`config.mk`:
```
export PLATFORM = sky130hd
export DESIGN_NAME = wdog_twostep
export DESIGN_NICKNAME = d
export VERILOG_FILES = /design/src/rtl/wdog_pkg.sv /design/src/rtl/wdog_prescaler.sv /design/src/rtl/wdog_arm_window.sv /design/src/rtl/wdog_counter.sv /design/src/rtl/wdog_twostep.sv
export SDC_FILE = /design/constraint.sdc
export NUM_CORES = 1
export LEC_CHECK = 0
export ABC_CLOCK_PERIOD_IN_PS = 4930
export BUFFER_PORTS_ARGS = -buffer_cell sky130_fd_sc_hd__buf_4
export CORE_MARGIN = 2
export CORE_UTILIZATION = 50
export CTS_CLUSTER_SIZE = 25
export DETAILED_ROUTE_END_ITERATION = 7
export PLACE_DENSITY = 0.82
export SETUP_SLACK_MARGIN = 0.02
export SLEW_MARGIN = 0
export SYNTH_ARGS = -nofsm -noshare
export SYNTH_HDL_FRONTEND = slang
export SYNTH_HIERARCHICAL = 1
export SYNTH_SLANG_ARGS = --single-unit
```
`constraint.sdc`:
```
create_clock -name clk -period 4.93 [get_ports clk]
set_input_delay 0.986 -clock clk [delete_from_list [all_inputs] [get_ports clk]]
set_output_delay 0.986 -clock clk [all_outputs]
set_load 0.05 [all_outputs]
```
`src/rtl/wdog_pkg.sv`:
```
package wdog_pkg;
   typedef enum logic {
      WD_STOPPED = 1'b0,
      WD_RUNNING = 1'b1
   } wd_state_e;
endpackage

```
`src/rtl/wdog_prescaler.sv`:
```
module wdog_prescaler #(
   parameter int FAST_DIV = 2,
   parameter int SLOW_DIV = 128
) (
   input  logic clk,
   input  logic rst_n,
   input  logic clr,
   input  logic cyc_en,
   input  logic slow,
   output logic tick
);
   localparam int PW = (SLOW_DIV > 1) ? $clog2(SLOW_DIV) : 1;
   localparam logic [PW-1:0] SLOW_LIM = PW'(SLOW_DIV - 1);

   if (FAST_DIV < 1 || SLOW_DIV < FAST_DIV) begin : g_bad_div
      $error("wdog_prescaler: need 1 <= FAST_DIV <= SLOW_DIV");
   end

   logic [PW-1:0] pre_q;
   logic          fast_hit;
   logic          slow_hit;

   if (FAST_DIV == 1) begin : g_fast_direct
      assign fast_hit = 1'b1;
   end else begin : g_fast_cmp
      localparam logic [PW-1:0] FAST_LIM = PW'(FAST_DIV - 1);
      assign fast_hit = (pre_q == FAST_LIM);
   end

   assign slow_hit = (pre_q == SLOW_LIM);
   assign tick     = cyc_en && (slow ? slow_hit : fast_hit);

   always_ff @(posedge clk or negedge rst_n) begin
      if (!rst_n)       pre_q <= '0;
      else if (clr)     pre_q <= '0;
      else if (tick)    pre_q <= '0;
      else if (cyc_en)  pre_q <= pre_q + 1'b1;
   end


   phase_clear_chk: assert property (@(posedge clk) disable iff (!rst_n)
      clr |=> !tick || (FAST_DIV == 1));
endmodule

```
`src/rtl/wdog_arm_window.sv`:
```
module wdog_arm_window #(
   parameter int WIN = 3
) (
   input  logic clk,
   input  logic rst_n,
   input  logic cyc_en,
   input  logic arm_set,
   input  logic consume,
   output logic live
);
   localparam int AW = $clog2(WIN + 1);

   if (WIN < 1) begin : g_bad_win
      $error("wdog_arm_window: WIN must be at least 1");
   end

   logic [AW-1:0] left_q;

   always_ff @(posedge clk or negedge rst_n) begin
      if (!rst_n)                          left_q <= '0;
      else if (arm_set)                    left_q <= AW'(WIN);
      else if (consume)                    left_q <= '0;
      else if (cyc_en && left_q != '0)     left_q <= left_q - 1'b1;
   end

   assign live = (left_q != '0);


   arm_expire_chk: assert property (@(posedge clk) disable iff (!rst_n)
      (cyc_en && !arm_set && left_q == AW'(1)) |=> !live);
endmodule

```
`src/rtl/wdog_counter.sv`:
```
module wdog_counter #(
   parameter int CNT_W = 15
) (
   input  logic             clk,
   input  logic             rst_n,
   input  logic             running,
   input  logic             load,
   input  logic [CNT_W-9:0] load_val,
   input  logic             preset,
   input  logic [CNT_W-9:0] preset_val,
   input  logic             tick,
   output logic [CNT_W-1:0] cnt,
   output logic             at_max
);
   logic [CNT_W-1:0] cnt_q;

   assign at_max = &cnt_q;
   assign cnt    = cnt_q;

   always_ff @(posedge clk or negedge rst_n) begin
      if (!rst_n)                      cnt_q <= '0;
      else if (load)                   cnt_q <= {load_val, 8'h00};
      else if (!running && preset)     cnt_q <= {preset_val, 8'h00};
      else if (running && tick)        cnt_q <= at_max ? {load_val, 8'h00} : cnt_q + 1'b1;
   end


   lo_zero_stop_chk: assert property (@(posedge clk) disable iff (!rst_n)
      !running |-> (cnt_q[7:0] == 8'h00));


   wrap_reload_chk: assert property (@(posedge clk) disable iff (!rst_n)
      (running && tick && at_max && !load) |=> (cnt_q == {$past(load_val), 8'h00}));
endmodule

```
`src/rtl/wdog_twostep.sv`:
```
module wdog_twostep #(
   parameter int CNT_W    = 15,
   parameter int FAST_DIV = 2,
   parameter int SLOW_DIV = 128,
   parameter int ARM_WIN  = 3
) (
   input  logic       clk,
   input  logic       rst_n,
   input  logic       cyc_en,
   input  logic       reload_we,
   input  logic [7:0] reload_wdata,
   input  logic       arm_we,
   input  logic       start_we,
   input  logic       flag_clr_we,
   output logic       wd_rst,
   output logic       wd_flag,
   output logic [7:0] cnt_hi,
   output logic [7:0] cnt_lo
);
   import wdog_pkg::*;

   localparam int HIW = CNT_W - 8;

   if (CNT_W < 9 || CNT_W > 15) begin : g_bad_width
      $error("wdog_twostep: CNT_W must lie in 9..15");
   end

   logic [7:0]       reload_q;
   wd_state_e        state_q;
   logic             running;
   logic             arm_live;
   logic             refresh;
   logic             tick;
   logic             at_max;
   logic             flag_q;
   logic [CNT_W-1:0] cnt;

   assign running = (state_q == WD_RUNNING);
   assign refresh = start_we && (!running || arm_live);

   always_ff @(posedge clk or negedge rst_n) begin
      if (!rst_n) begin
         reload_q <= 8'h00;
         state_q  <= WD_STOPPED;
         flag_q   <= 1'b0;
      end else begin
         if (reload_we) reload_q <= reload_wdata;
         if (start_we)  state_q  <= WD_RUNNING;
         flag_q <= (flag_q && !flag_clr_we) || wd_rst;
      end
   end

   wdog_prescaler #(.FAST_DIV(FAST_DIV), .SLOW_DIV(SLOW_DIV)) u_pre (
      .clk    (clk),
      .rst_n  (rst_n),
      .clr    (refresh || !running),
      .cyc_en (cyc_en),
      .slow   (reload_q[7]),
      .tick   (tick)
   );

   wdog_arm_window #(.WIN(ARM_WIN)) u_arm (
      .clk     (clk),
      .rst_n   (rst_n),
      .cyc_en  (cyc_en),
      .arm_set (arm_we),
      .consume (refresh),
      .live    (arm_live)
   );

   wdog_counter #(.CNT_W(CNT_W)) u_cnt (
      .clk        (clk),
      .rst_n      (rst_n),
      .running    (running),
      .load       (refresh),
      .load_val   (reload_q[HIW-1:0]),
      .preset     (reload_we),
      .preset_val (reload_wdata[HIW-1:0]),
      .tick       (tick),
      .cnt        (cnt),
      .at_max     (at_max)
   );

   assign wd_rst  = running && at_max;
   assign wd_flag = flag_q;
   assign cnt_hi  = 8'({cnt[CNT_W-1:8]});
   assign cnt_lo  = cnt[7:0];


   run_hold_chk: assert property (@(posedge clk) disable iff (!rst_n)
      running |=> running);


   rst_at_max_chk: assert property (@(posedge clk) disable iff (!rst_n)
      wd_rst |-> (cnt_lo == 8'hFF));


   flag_set_chk: assert property (@(posedge clk) disable iff (!rst_n)
      wd_rst |=> wd_flag);


   armed_start_chk: assert property (@(posedge clk) disable iff (!rst_n)
      (start_we && arm_live) |=> (cnt_lo == 8'h00));
endmodule

```
==> flow_summary_export.csv <==
group,metric,value,unit
outcome,outcome,"complete, no violations",
logic_synthesis,synth_ff_type,"dfrtp_1",
logic_synthesis,netlist_instances,209,
place,placed_area,2300,um2
place,dp_hpwl,3.29,mm
floorplanning,coreArea,3970,um2
timing,slew_viol_final,0,
timing,min_period_over_period,63.2,%
detailed_routing,drt_iter0_drc,209,
clock_network,cts_tree,"done",
floorplanning,initial_utilization,51.5,%
logic_synthesis,synth_nets,227,
clock_network,worstSkewPairLatency,0.30,ns
timing,finalSetupViolCount,0,
logic_synthesis,yosysSeqAreaShare,41.6,%
logic_synthesis,synth_edf_count,0,
timing,hold_ws,0.488,ns
finish,final_cell_count_no_fill,290,
logic_synthesis,synth_top_area_share,41.6,%
flow_run,cap_violations,0,
detailed_routing,wl_per_cell,16.2,um
logic_synthesis,synth.distinct_cells,56,
timing,clock_skew,0.00745,ns
finish,syn_to_final_growth,17.7,%
clock_network,clock-sinks,34,
floorplanning,die-area,4620,um2
clock_network,clk_root_buffer_cell,"clkbuf_8",
detailed_routing,drt-total-wl,4.70,mm
detailed_routing,antenna_left,0,
setup_path,crit_arrival,2.13,ns
power,ir_drop,0.149,mV
timing,worstMarginPinSlew,0.840,ns
clock_network,htreeDepth,2,
place,post-place-cells,282,
logic_synthesis,synth_common_cells,"dfrtp_1, nand2_1, nor2_1",
power,leakagePower,1.08,nW
clock_network,cts_buffer_depth,2,
logic_synthesis,yosys-top-cells-area,"dfrtp_1, mux2_4, nand2_1, xnor2_1, a211oi_1",
global_route,antenna_found_initial,0,
logic_synthesis,syn_area,2050,um2
min_path,worstHoldStart,"wd_flag",
min_path,min_path_type,"flip-flop to flip-flop",
finish,finalNetCount,257,
timing,setup_tns,0,ns
setup_path,cp-startpoint,"u_cnt/cnt[13]",
floorplanning,dieHeight,68.0,um
timing,max_slew_margin,43.9,%
floorplanning,die_w,68.0,um
place,place_congestion,0.878,
clock_network,ctsHoldBuffers,0,
detailed_routing,drc,0,
setup_path,endpoint_kind,"output pin",
logic_synthesis,avgSynthCellArea,9.79,um2
setup_path,critPathLaunchType,"flip-flop",
detailed_routing,drt_pass1_iterations,5,
detailed_routing,vias,1775,
logic_synthesis,yosysMostFrequentCell,"dfrtp_1",
logic_synthesis,synth.largest_area_cell,"dfrtp_1",
place,portBuffers,31,
timing,fmax,321,MHz
logic_synthesis,ys_ff_latch,34,
setup_path,required,3.94,ns
timing,hold_viol,0,
setup_path,critical_path_class,"flip-flop to output pin",
global_route,grt_pass1_wl,7.59,mm
finish,n_antenna_cell,0,
finish,layout-drive-gt1-share,25.0,%
floorplanning,rows,23,
setup_path,r2r-start,"reload_q[7]",
finish,utilization,60.6,%
floorplanning,ios,33,
clock_network,ctsResizeCount,0,
detailed_routing,vias_per_cell,6.12,
logic_synthesis,ys_warn_count,6,
finish,fin_area,2410,um2
logic_synthesis,ys_async_sr_fraction,100,%
global_route,grt-ovfl-total,0,
global_route,grt_max_degree,35,
global_route,grt_usage,22.3,%
timing,min_period,3.11,ns
clock_network,cts_buffers,5,
timing,rsz0062_at_grt,"no",
setup_path,crit_fanout,6,
clock_network,cts_setup_buffers,0,
global_route,grt_pass1_vias,1596,
clock_network,cts.clk_slew.worst_paths,0.07,ns
power,powerDensity,305,nW/um2
worst max-delay path, cell delays in order (launching register included):
cell and delay, ns:
dfrtp_1 0.47, nand3_1 0.24, nor3_2 0.44, nand2_1 0.17, inv_1 0.14, and2_1 0.17
buf_4 0.20
power by group:
group / internal, mW / switching (mW) / total [mW]
sequential: 0.300 / 0.0264 / 0.326
combinational: 0.0621 / 0.0932 / 0.155
clock: 0.149 / 0.105 / 0.254
worst paths after layout:
| path | end | slack, ns | cells after the start |
|---|---|---|---|
| max | wd_rst | 1.82 | 6 |
| min | wd_flag | 0.49 | 1 |
| max reg2reg | u_cnt/cnt[12] | 2.17 | 7 |
| min reg2reg | wd_flag | 0.49 | 1 |
| max in group asynchronous | u_cnt/cnt[8] | 3.99 | 1 |
| min in group asynchronous | u_pre/pre_q[0] | 0.62 | 1 |
state kept, by name, summed over array words and instances, names as in the netlist:
signal and count:
reload_q 8, running 1, u_arm/left_q 2, u_cnt/cnt 15, u_pre/pre_q 7, wd_flag 1
layout make-up:
cell class	count	area (um2)
Fill cell	352	1560
Multi-Input combinational cell	157	1110
Sequential cell	34	851
Timing Repair Buffer	32	240
Clock buffer	5	68.8
Tap cell	50	62.6
Clock inverter	3	40.0
Inverter	9	33.8
per-stage QoR:
stage / setup WS [ns] / total power [mW]
floorplan: 2.03 / 0.435
global placement: 2.14 / 0.481
global route: 1.74 / 0.767
finish: 1.82 / 0.735
CTS: 1.87 / 0.743
detailed placement: 2.06 / 0.485
layer usage:
| layer | vias up | track usage, % | routed length, um |
|---|---|---|---|
| li1 | 830 | - | - |
| met1 | 870 | 30.5 | 2110 |
| met2 | 66 | 33.9 | 2180 |
| met3 | 9 | 3.62 | 300 |
| met4 | 0 | 11.3 | 110 |
| met5 | - | 0 | 0 |
kinds of logic (layout without fill, tap and decap cells):
family                   Yosys count  count (layout)  synth area share (%)
AND/OR/NAND/NOR                   85              85                  23.4
AO/OA/AOI/OAI                     46              46                  17.1
flip-flops                        34              34                  41.6
buffers and inverters             18              49                  4.09
XOR/XNOR                          13              13                  5.56
multiplexers                       9               9                  6.36
adder cells (fa/ha/maj)            3               3                  1.83
other                              1               1                 0.183
cell usage in the layout, fill, tap and decap left out, types with 3 or more instances in the layout:
cell type | synthesis | layout
a211oi_1 | 8 | 8
a21oi_1 | 4 | 4
and2_1 | 3 | 3
buf_4 | 1 | 32
clkbuf_8 | 0 | 5
dfrtp_1 | 34 | 34
ha_1 | 3 | 3
inv_1 | 9 | 9
mux2_4 | 8 | 8
nand2_1 | 21 | 21
nand3_1 | 6 | 6
nand4_1 | 9 | 9
nor2_1 | 11 | 11
nor2b_1 | 3 | 3
nor3_1 | 8 | 8
o21ai_0 | 9 | 9
xnor2_1 | 7 | 7
xor2_1 | 6 | 6
No activity file was read; power rests on OpenSTA's default activity.
